### config.mk
export PLATFORM = sky130hd
export DESIGN_NAME = ovh_serial_drop
export DESIGN_NICKNAME = d
export VERILOG_FILES = /design/src/rtl/ovh_pkg.sv /design/src/rtl/ovh_capture.sv /design/src/rtl/ovh_serializer.sv /design/src/rtl/ovh_serial_drop.sv
export SDC_FILE = /design/constraint.sdc
export NUM_CORES = 1
export LEC_CHECK = 0
export BUFFER_PORTS_ARGS = -buffer_cell sky130_fd_sc_hd__buf_2
export CELL_PAD_IN_SITES_DETAIL_PLACEMENT = 0
export CELL_PAD_IN_SITES_GLOBAL_PLACEMENT = 1
export CORE_ASPECT_RATIO = 1.25
export CORE_UTILIZATION = 50
export CTS_CLUSTER_DIAMETER = 40
export DETAILED_ROUTE_END_ITERATION = 10
export PLACE_DENSITY = 0.77
export SYNTH_ARGS = -nofsm -noshare
export SYNTH_HDL_FRONTEND = slang
export SYNTH_SLANG_ARGS = --single-unit
### constraint.sdc
create_clock -name clk_i -period 4.19 [get_ports clk_i]
set_input_delay 0.838 -clock clk_i [delete_from_list [all_inputs] [get_ports clk_i]]
set_output_delay 0.838 -clock clk_i [all_outputs]
set_load 0.02 [all_outputs]
### src/rtl/ovh_pkg.sv
package ovh_pkg;
  localparam int IDX_W     = 4;
  localparam int DCC_BYTES = 9;
  localparam int IDX_E2    = 9;
  localparam int IDX_F1    = 10;
  localparam int N_SLOTS   = 11;
  typedef logic [7:0] ovh_byte_t;
endpackage

### src/rtl/ovh_capture.sv
module ovh_capture
  import ovh_pkg::*;
(
  input  logic                      clk_i,
  input  logic                      rst_ni,
  input  logic                      wr_en_i,
  input  logic [IDX_W-1:0]          wr_idx_i,
  input  ovh_byte_t                 wr_byte_i,
  output logic [DCC_BYTES*8-1:0]    dcc_bytes_o,
  output ovh_byte_t                 e2_byte_o,
  output ovh_byte_t                 f1_byte_o
);
  ovh_byte_t cap_q [N_SLOTS];

  for (genvar g = 0; g < N_SLOTS; g++) begin : g_slot
    always_ff @(posedge clk_i or negedge rst_ni) begin
      if (!rst_ni)                                       cap_q[g] <= '0;
      else if (wr_en_i && wr_idx_i == IDX_W'(g))         cap_q[g] <= wr_byte_i;
    end
  end

  // first management byte sits at the MSB end so it leaves first
  for (genvar g = 0; g < DCC_BYTES; g++) begin : g_dcc
    assign dcc_bytes_o[(DCC_BYTES-1-g)*8 +: 8] = cap_q[g];
  end

  assign e2_byte_o = cap_q[IDX_E2];
  assign f1_byte_o = cap_q[IDX_F1];
endmodule

### src/rtl/ovh_serializer.sv
module ovh_serializer #(
  parameter int N_LANES = 1,
  parameter int N_BYTES = 1,
  parameter int BIT_CYC = 4,
  localparam int N_BITS = N_BYTES * 8,
  localparam int BW     = $clog2(N_BITS),
  localparam int CW     = (BIT_CYC > 1) ? $clog2(BIT_CYC) : 1
) (
  input  logic                           clk_i,
  input  logic                           rst_ni,
  input  logic                           load_i,
  input  logic [N_LANES-1:0][N_BITS-1:0] data_i,
  output logic [N_LANES-1:0]             ser_o,
  output logic                           sclk_o,
  output logic                           sync_o
);
  logic          busy_q;
  logic [BW-1:0] bit_q;
  logic [CW-1:0] cyc_q;
  logic          bit_end, last_bit;

  assign bit_end  = cyc_q == CW'(BIT_CYC - 1);
  assign last_bit = bit_q == BW'(N_BITS - 1);

  always_ff @(posedge clk_i or negedge rst_ni) begin
    if (!rst_ni) begin
      busy_q <= 1'b0;
      bit_q  <= '0;
      cyc_q  <= '0;
    end else if (load_i) begin
      busy_q <= 1'b1;
      bit_q  <= '0;
      cyc_q  <= '0;
    end else if (busy_q) begin
      if (bit_end) begin
        cyc_q <= '0;
        if (last_bit) busy_q <= 1'b0;
        else          bit_q  <= bit_q + 1'b1;
      end else begin
        cyc_q <= cyc_q + 1'b1;
      end
    end
  end

  for (genvar l = 0; l < N_LANES; l++) begin : g_lane
    logic [N_BITS-1:0] sh_q;
    always_ff @(posedge clk_i or negedge rst_ni) begin
      if (!rst_ni)                   sh_q <= '0;
      else if (load_i)               sh_q <= data_i[l];
      else if (busy_q && bit_end)    sh_q <= {sh_q[N_BITS-2:0], 1'b0};
    end
    assign ser_o[l] = busy_q & sh_q[N_BITS-1];
  end

  assign sclk_o = busy_q & (cyc_q >= CW'(BIT_CYC / 2));
  assign sync_o = busy_q & (bit_q[2:0] == 3'd0);
endmodule

### src/rtl/ovh_serial_drop.sv
module ovh_serial_drop
  import ovh_pkg::*;
#(
  parameter int DCC_BIT_CYC = 4,
  parameter int OW_BIT_CYC  = 36
) (
  input  logic        clk_i,
  input  logic        rst_ni,
  input  logic        frame_start_i,
  input  logic        wr_en_i,
  input  logic [3:0]  wr_idx_i,
  input  logic [7:0]  wr_byte_i,
  input  logic        shared_pin_i,
  output logic        dcc_data_o,
  output logic        dcc_clk_o,
  output logic        ow_data_o,
  output logic        uc_data_o,
  output logic        ow_clk_o,
  output logic        ow_sync_o
);
  logic [DCC_BYTES*8-1:0] dcc_bytes;
  ovh_byte_t              e2_byte, f1_byte;
  logic [0:0]             dcc_ser;
  logic [1:0]             ow_ser;
  logic                   dcc_sync;

  ovh_capture i_capture (
    .clk_i       (clk_i),
    .rst_ni      (rst_ni),
    .wr_en_i     (wr_en_i),
    .wr_idx_i    (wr_idx_i),
    .wr_byte_i   (wr_byte_i),
    .dcc_bytes_o (dcc_bytes),
    .e2_byte_o   (e2_byte),
    .f1_byte_o   (f1_byte)
  );

  ovh_serializer #(.N_LANES(1), .N_BYTES(DCC_BYTES), .BIT_CYC(DCC_BIT_CYC)) i_dcc_ser (
    .clk_i  (clk_i),
    .rst_ni (rst_ni),
    .load_i (frame_start_i),
    .data_i (dcc_bytes),
    .ser_o  (dcc_ser),
    .sclk_o (dcc_clk_o),
    .sync_o (dcc_sync)
  );

  // lane 1 carries E2, lane 0 carries F1
  ovh_serializer #(.N_LANES(2), .N_BYTES(1), .BIT_CYC(OW_BIT_CYC)) i_ow_ser (
    .clk_i  (clk_i),
    .rst_ni (rst_ni),
    .load_i (frame_start_i),
    .data_i ({e2_byte, f1_byte}),
    .ser_o  (ow_ser),
    .sclk_o (ow_clk_o),
    .sync_o (ow_sync_o)
  );

  assign dcc_data_o = dcc_ser[0];
  assign uc_data_o  = ow_ser[0];
  // shared pin pair: management wins, orderwire data muted
  assign ow_data_o  = shared_pin_i ? 1'b0 : ow_ser[1];
endmodule

After elaboration in Yosys (flattened, before gate mapping)

Index checks and enable logic that the tools add are counted.

Add/subtract/negate cells: 4
Order comparisons: 2
Eq/ne operators: 16
Multiplexer cells: 29
Bitwise operators: 6
Reductions and logical operators: 23

Operator list:

| operator                                                                             | number |
|---|---|
| 72-bit two-way mux                                                                   | 2 |
| 8-bit two-way mux                                                                    | 4 |
| 7-bit two-way mux                                                                    | 4 |
| 6-bit two-way mux                                                                    | 3 |
| 4-bit by 3-bit == test with 1-bit output (second input constant)                     | 4 |
| 1-bit logical AND                                                                    | 13 |
| 4-bit == test (second input constant)                                                | 3 |
| 3-bit two-way mux                                                                    | 4 |
| 2-bit nonzero test                                                                   | 6 |
| 1-bit two-way mux                                                                    | 9 |
| 4-bit by 2-bit == test with 1-bit output (second input constant)                     | 2 |
| 7-bit by 1-bit adder with 7-bit output (second input constant)                       | 1 |
| 7-bit == test (second input constant)                                                | 1 |
| 6-bit by 1-bit adder with 6-bit output (second input constant)                       | 1 |
| 1-bit AND                                                                            | 6 |
| 6-bit == test (second input constant)                                                | 1 |
| 6-bit by 5-bit greater-or-equal comparator with 1-bit output (second input constant) | 1 |
| 2-bit two-way mux                                                                    | 3 |
| 3-bit AND reduction                                                                  | 2 |
| 4-bit by 1-bit == test with 1-bit output (second input constant)                     | 1 |
| 4-bit zero test                                                                      | 1 |
| 2-bit != test (second input constant)                                                | 2 |
| 3-bit by 1-bit adder with 3-bit output (second input constant)                       | 1 |
| 3-bit == test (second input constant)                                                | 1 |
| other kinds (4)                                                                      | 4 |

Flip-flop bits (word level): 196
Output and inout bits: 6

Depth between registers and ports, before layout

Depth in word-level cells: 5
Mapped depth: 7
Depth with buffers taken out: 5

Hierarchy

Synthesis repeated with hierarchy kept, for this count alone.

Cells, all modules: 726
Area, all modules: 8802.2 um^2

By module, submodules not included:

| module                      | instances | cells each | area an instance (um^2) | sequential area each (um^2) |
|---|---|---|---|---|
| ovh_serializer at i_dcc_ser | 1         | 372        | 3883.7                  | 2052.0 |
| ovh_capture                 | 1         | 206        | 3504.6                  | 2202.1 |
| ovh_serializer at i_ow_ser  | 1         | 147        | 1400.1                  | 650.6 |
| ovh_serial_drop             | 1         | 1          | 13.8                    | 0.0 |

Worst setup path after synthesis

No wires, ideal clock.

Path type: reg-to-output
Start point: register i_ow_ser.cyc_q[0]
End point: output ow_clk_o
Data arrival time: 1.396 ns
Data required time: 3.352 ns
Path slack: 1.956 ns
Cell stages (with the launch flop): 6
Buffers on the path: 0
Path through: dfrtp_1 > inv_1 > ha_1 > or4_2 > a21oi_1 > nor2_1

Longest elaborated chain between the ends: 2

RTL lines:

| what                                                         | RTL line              | RTL |
|---|---|---|
| start, declared                                              | ovh_serializer.sv:19  | `logic [CW-1:0] cyc_q;` |
| start signal, assigned                                       | ovh_serializer.sv:40  | `cyc_q <= cyc_q + 1'b1;` |
| 6-bit by 5-bit greater-or-equal comparator with 1-bit output | ovh_serializer.sv:55  | `assign sclk_o = busy_q & (cyc_q >= CW'(BIT_CYC / 2));` |
| 1-bit AND                                                    | ovh_serializer.sv:55  |  |
| end, declared                                                | ovh_serial_drop.sv:18 | `output logic ow_clk_o,` |

No other way between the ends.

Worst setup path in the final report

Ends and elaborated chain as after synthesis.

==> results.py <==
metrics = {
    "run_status": {
        "status": "complete, no violations",
    },
    "route": {
        "drt_drc_violations_left": 0,
        "wl_per_cell_um": 17.17,
        "drtPass1Iterations": 5,
        "drt-total-wl_um": 16300,
        "dr.first_iter.drc_count": 203,
        "via_per_inst": 5.531,
        "vias": 5249,
        "postRouteAntennaNets": 0,
    },
    "sta": {
        "rsz0062_at_grt": "false",
        "worst_slew_pin_slew_ps": 912.4,
        "fmax_mhz": 348.4,
        "maxSlewHeadroom_pct": 38.95,
        "period_minus_slack_ps": 2870,
        "period_share_pct": 68.51,
        "clock_skew_ps": 5.883,
        "finalWorstSetupSlack_ps": 1320,
        "setup-tns-final_ps": 0,
        "final_hold_viol_count": 0,
        "slew_violations": 0,
        "setup_viol": 0,
    },
    "run": {
        "maxCapViolCount": 0,
    },
    "synthesis": {
        "netlist_area_um2": 8611,
        "synth_common_cells": "196 x dfrtp_1, 89 x mux2_2, 88 x nand2_1, 77 x o21ai_0, 74 x mux2i_1",
        "syn_nets": 745,
        "synth_top_area_share_pct": 56.96,
        "ys_warn_count": 0,
        "syn_inst": 720,
        "yosysTopAreaCell": "dfrtp_1",
        "synth_area_leaders": "dfrtp_1 57%, mux2_2 12%, mux2i_1 8.6%",
        "synth-async-reset-ratio_pct": 100.0,
        "yosys.cell_count.top_type": "dfrtp_1",
        "yosysUniqueCellTypes": 49,
        "synth_flop_cell": "dfrtp_1",
        "avgSynthCellArea_um2": 11.96,
        "synth_seq_area_share_pct": 56.96,
        "synth_edf_count": 0,
        "ys_seq_elements": 196,
    },
    "setup_path": {
        "worstReg2RegStart": "i_dcc_ser.cyc_q[0]",
        "cp_slowest_stage_delay_ps": 540,
        "slowest_stage": "or4_2",
        "ff2ff_setup_slack_ps": 2200,
        "crit_arrival_ps": 2030,
        "worstPathMaxFanout": 5,
        "crit_chain": "inv_1 > ha_1 > or4_2 > a21oi_1 > nor2_1 > buf_2",
        "cp-start-kind": "flop",
        "critPathKind": "flop to output pin",
        "end_kind": "output pin",
        "required_ps": 3350,
        "crit_start": "i_ow_ser.cyc_q[0]",
    },
    "floorplanning": {
        "start_util_pct": 51.12,
        "num_io_pins": 23,
        "fp.dieH_um": 148.7,
        "die_area_um2": 17750,
        "std_cell_rows": 53,
        "die_x_um": 119.4,
        "core_um2": 16840,
    },
    "cells_and_area": {
        "nets": 741,
        "instances_no_fill": 949,
        "antenna_cells": 0,
        "fillCellCount": 1459,
        "area_growth_pct": 9.765,
        "final_layout_size_suffix_gt1_share_pct": 21.54,
    },
    "power": {
        "vdd_drop_max_v": 0.0003110,
        "leakagePower_nw": 4.267,
        "total_power_mw": 4.869,
        "power_density_nw_per_um2": 515.2,
    },
    "placement": {
        "dp_hpwl_um": 9729,
        "gp_congestion": 0.7422,
        "numPortBuffers": 22,
        "dp_worst_setup_slack_ps": 1411,
        "placed_cells": 917,
    },
    "global_route": {
        "grt_start_max_net_pins": 114,
        "grt_use_total_pct": 20.27,
        "antenna_found_initial": 0,
        "grt_overflow": 0,
        "grt_pass1_wl_um": 27790,
        "first_global_vias": 5474,
    },
    "clocking": {
        "h-tree-depth": 4,
        "cts.reportedPaths.clkPinSlew_ps": 70,
        "cts_made_buffers": 17,
        "cts_hold_buffers": 0,
        "clk_latency_ps": 420,
        "clock-sinks": 196,
        "post_cts_resized": 0,
        "cts_root_buf": "clkbuf_16",
        "cts_tree": "yes",
        "cts_setup_buffers": 0,
        "cts_buffer_depth": 2,
    },
    "min_path": {
        "hp-class": "flop to flop",
        "hp-start": "i_dcc_ser.g_lane[0].sh_q[55]",
    },
}
==> layout by cell type (no fill, tap or decap), types with 3 or more instances in the layout <==
cell and count:
clkbuf_16 17, mux2_2 89, bufinv_16 4, nand3_1 10, nand2_1 88, nor4_1 4, o21ai_0 77, mux2i_1 74
a21oi_1 6, nor3_1 5, nor2_1 17, nor2b_1 11, a21o_1 3, buf_2 20, a221o_1 10, ha_1 8
buf_4 6, dfrtp_1 196, a211oi_1 6, or4_1 3, inv_6 3, clkinv_2 4, inv_1 12, nand4_1 3
nand2b_1 14
==> worst paths after layout <==
path / endpoint / depth (start not counted)
max in group asynchronous: i_dcc_ser.g_lane[0].sh_q[14] / 2
min in group asynchronous: i_ow_ser.cyc_q[0] / 1
setup reg to reg: i_dcc_ser.g_lane[0].sh_q[39] / 4
setup / recovery: ow_clk_o / 6
hold reg to reg: i_dcc_ser.g_lane[0].sh_q[55] / 2
hold / removal: i_dcc_ser.g_lane[0].sh_q[55] / 2
==> cell families (layout without fill, tap and decap cells) <==
| logic type | count (synthesis) | in the layout | synth area share [%] |
|---|---|---|---|
| compound gates | 113 | 113 | 7.789 |
| fa+ha+maj | 8 | 8 | 1.162 |
| flops | 196 | 196 | 56.96 |
| simple gates | 172 | 172 | 9.953 |
| xor+xnor | 4 | 4 | 0.4069 |
| mux | 164 | 164 | 20.42 |
| buf+inv | 63 | 72 | 3.313 |
==> state kept, by name, indices dropped and copies added, names as in the netlist <==
register,count
i_dcc_ser.cyc_q,2
i_ow_ser.cyc_q,6
i_capture.f1_byte_o,8
i_dcc_ser.busy_q,1
i_capture.dcc_bytes_o,72
i_ow_ser.g_lane.sh_q,16
i_capture.e2_byte_o,8
i_ow_ser.bit_q,3
i_ow_ser.busy_q,1
i_dcc_ser.bit_q,7
i_dcc_ser.g_lane.sh_q,72
==> critical path, delay by kind of cell, from the launching register on <==
| kind | cells | cell delay [ps] |
|---|---|---|
| AO/OA/AOI/OAI | 1 | 170 |
| adder cells (fa/ha/maj) | 1 | 190 |
| buffers and inverters | 2 | 230 |
| flip-flops | 1 | 430 |
| AND/OR/NAND/NOR | 2 | 590 |
==> layout make-up <==
| class | instances | area (um2) | share of cell area, % |
|---|---|---|---|
| Clock inverter | 15 | 202.7 | 2.145 |
| Inverter | 12 | 45.04 | 0.4766 |
| Clock buffer | 17 | 425.4 | 4.501 |
| Tap cell | 220 | 275.3 | 2.912 |
| Multi-Input combinational cell | 461 | 3428 | 36.27 |
| Sequential cell | 196 | 4905 | 51.89 |
| Timing Repair Buffer | 28 | 170.2 | 1.800 |
==> metal layers <==
layer  GRT usage, %  wire length, um  part of all wire [%]  vias up
li1               -                -                     -     2502
met1          26.36             7672                    47     2686
met2          34.56             8108                    50       52
met3          4.026              370                   2.3        9
met4          5.625              148                  0.91        0
met5              0                0                     0        -
==> power by group <==
group          leakage (nW)  switching (mW)  internal, mW
clock network         0.310           0.714          1.01
registers              2.47           0.206          2.30
logic                  1.49           0.308         0.336
==> per-stage QoR <==
stage | cell area (um2) | hold slack (ps) | util, %
4_1_cts | 9452 | 484.9 | 56.11
6_report | 9452 | 475.6 | 56.11
2_1_floorplan | 8611 | 442.4 | -
3_5_place_dp | 8823 | 469.3 | 52.38
5_1_grt | 9452 | 505.6 | 56.11
3_3_place_gp | 8823 | 460.9 | 52.38
(Power assumes the default switching activity.)
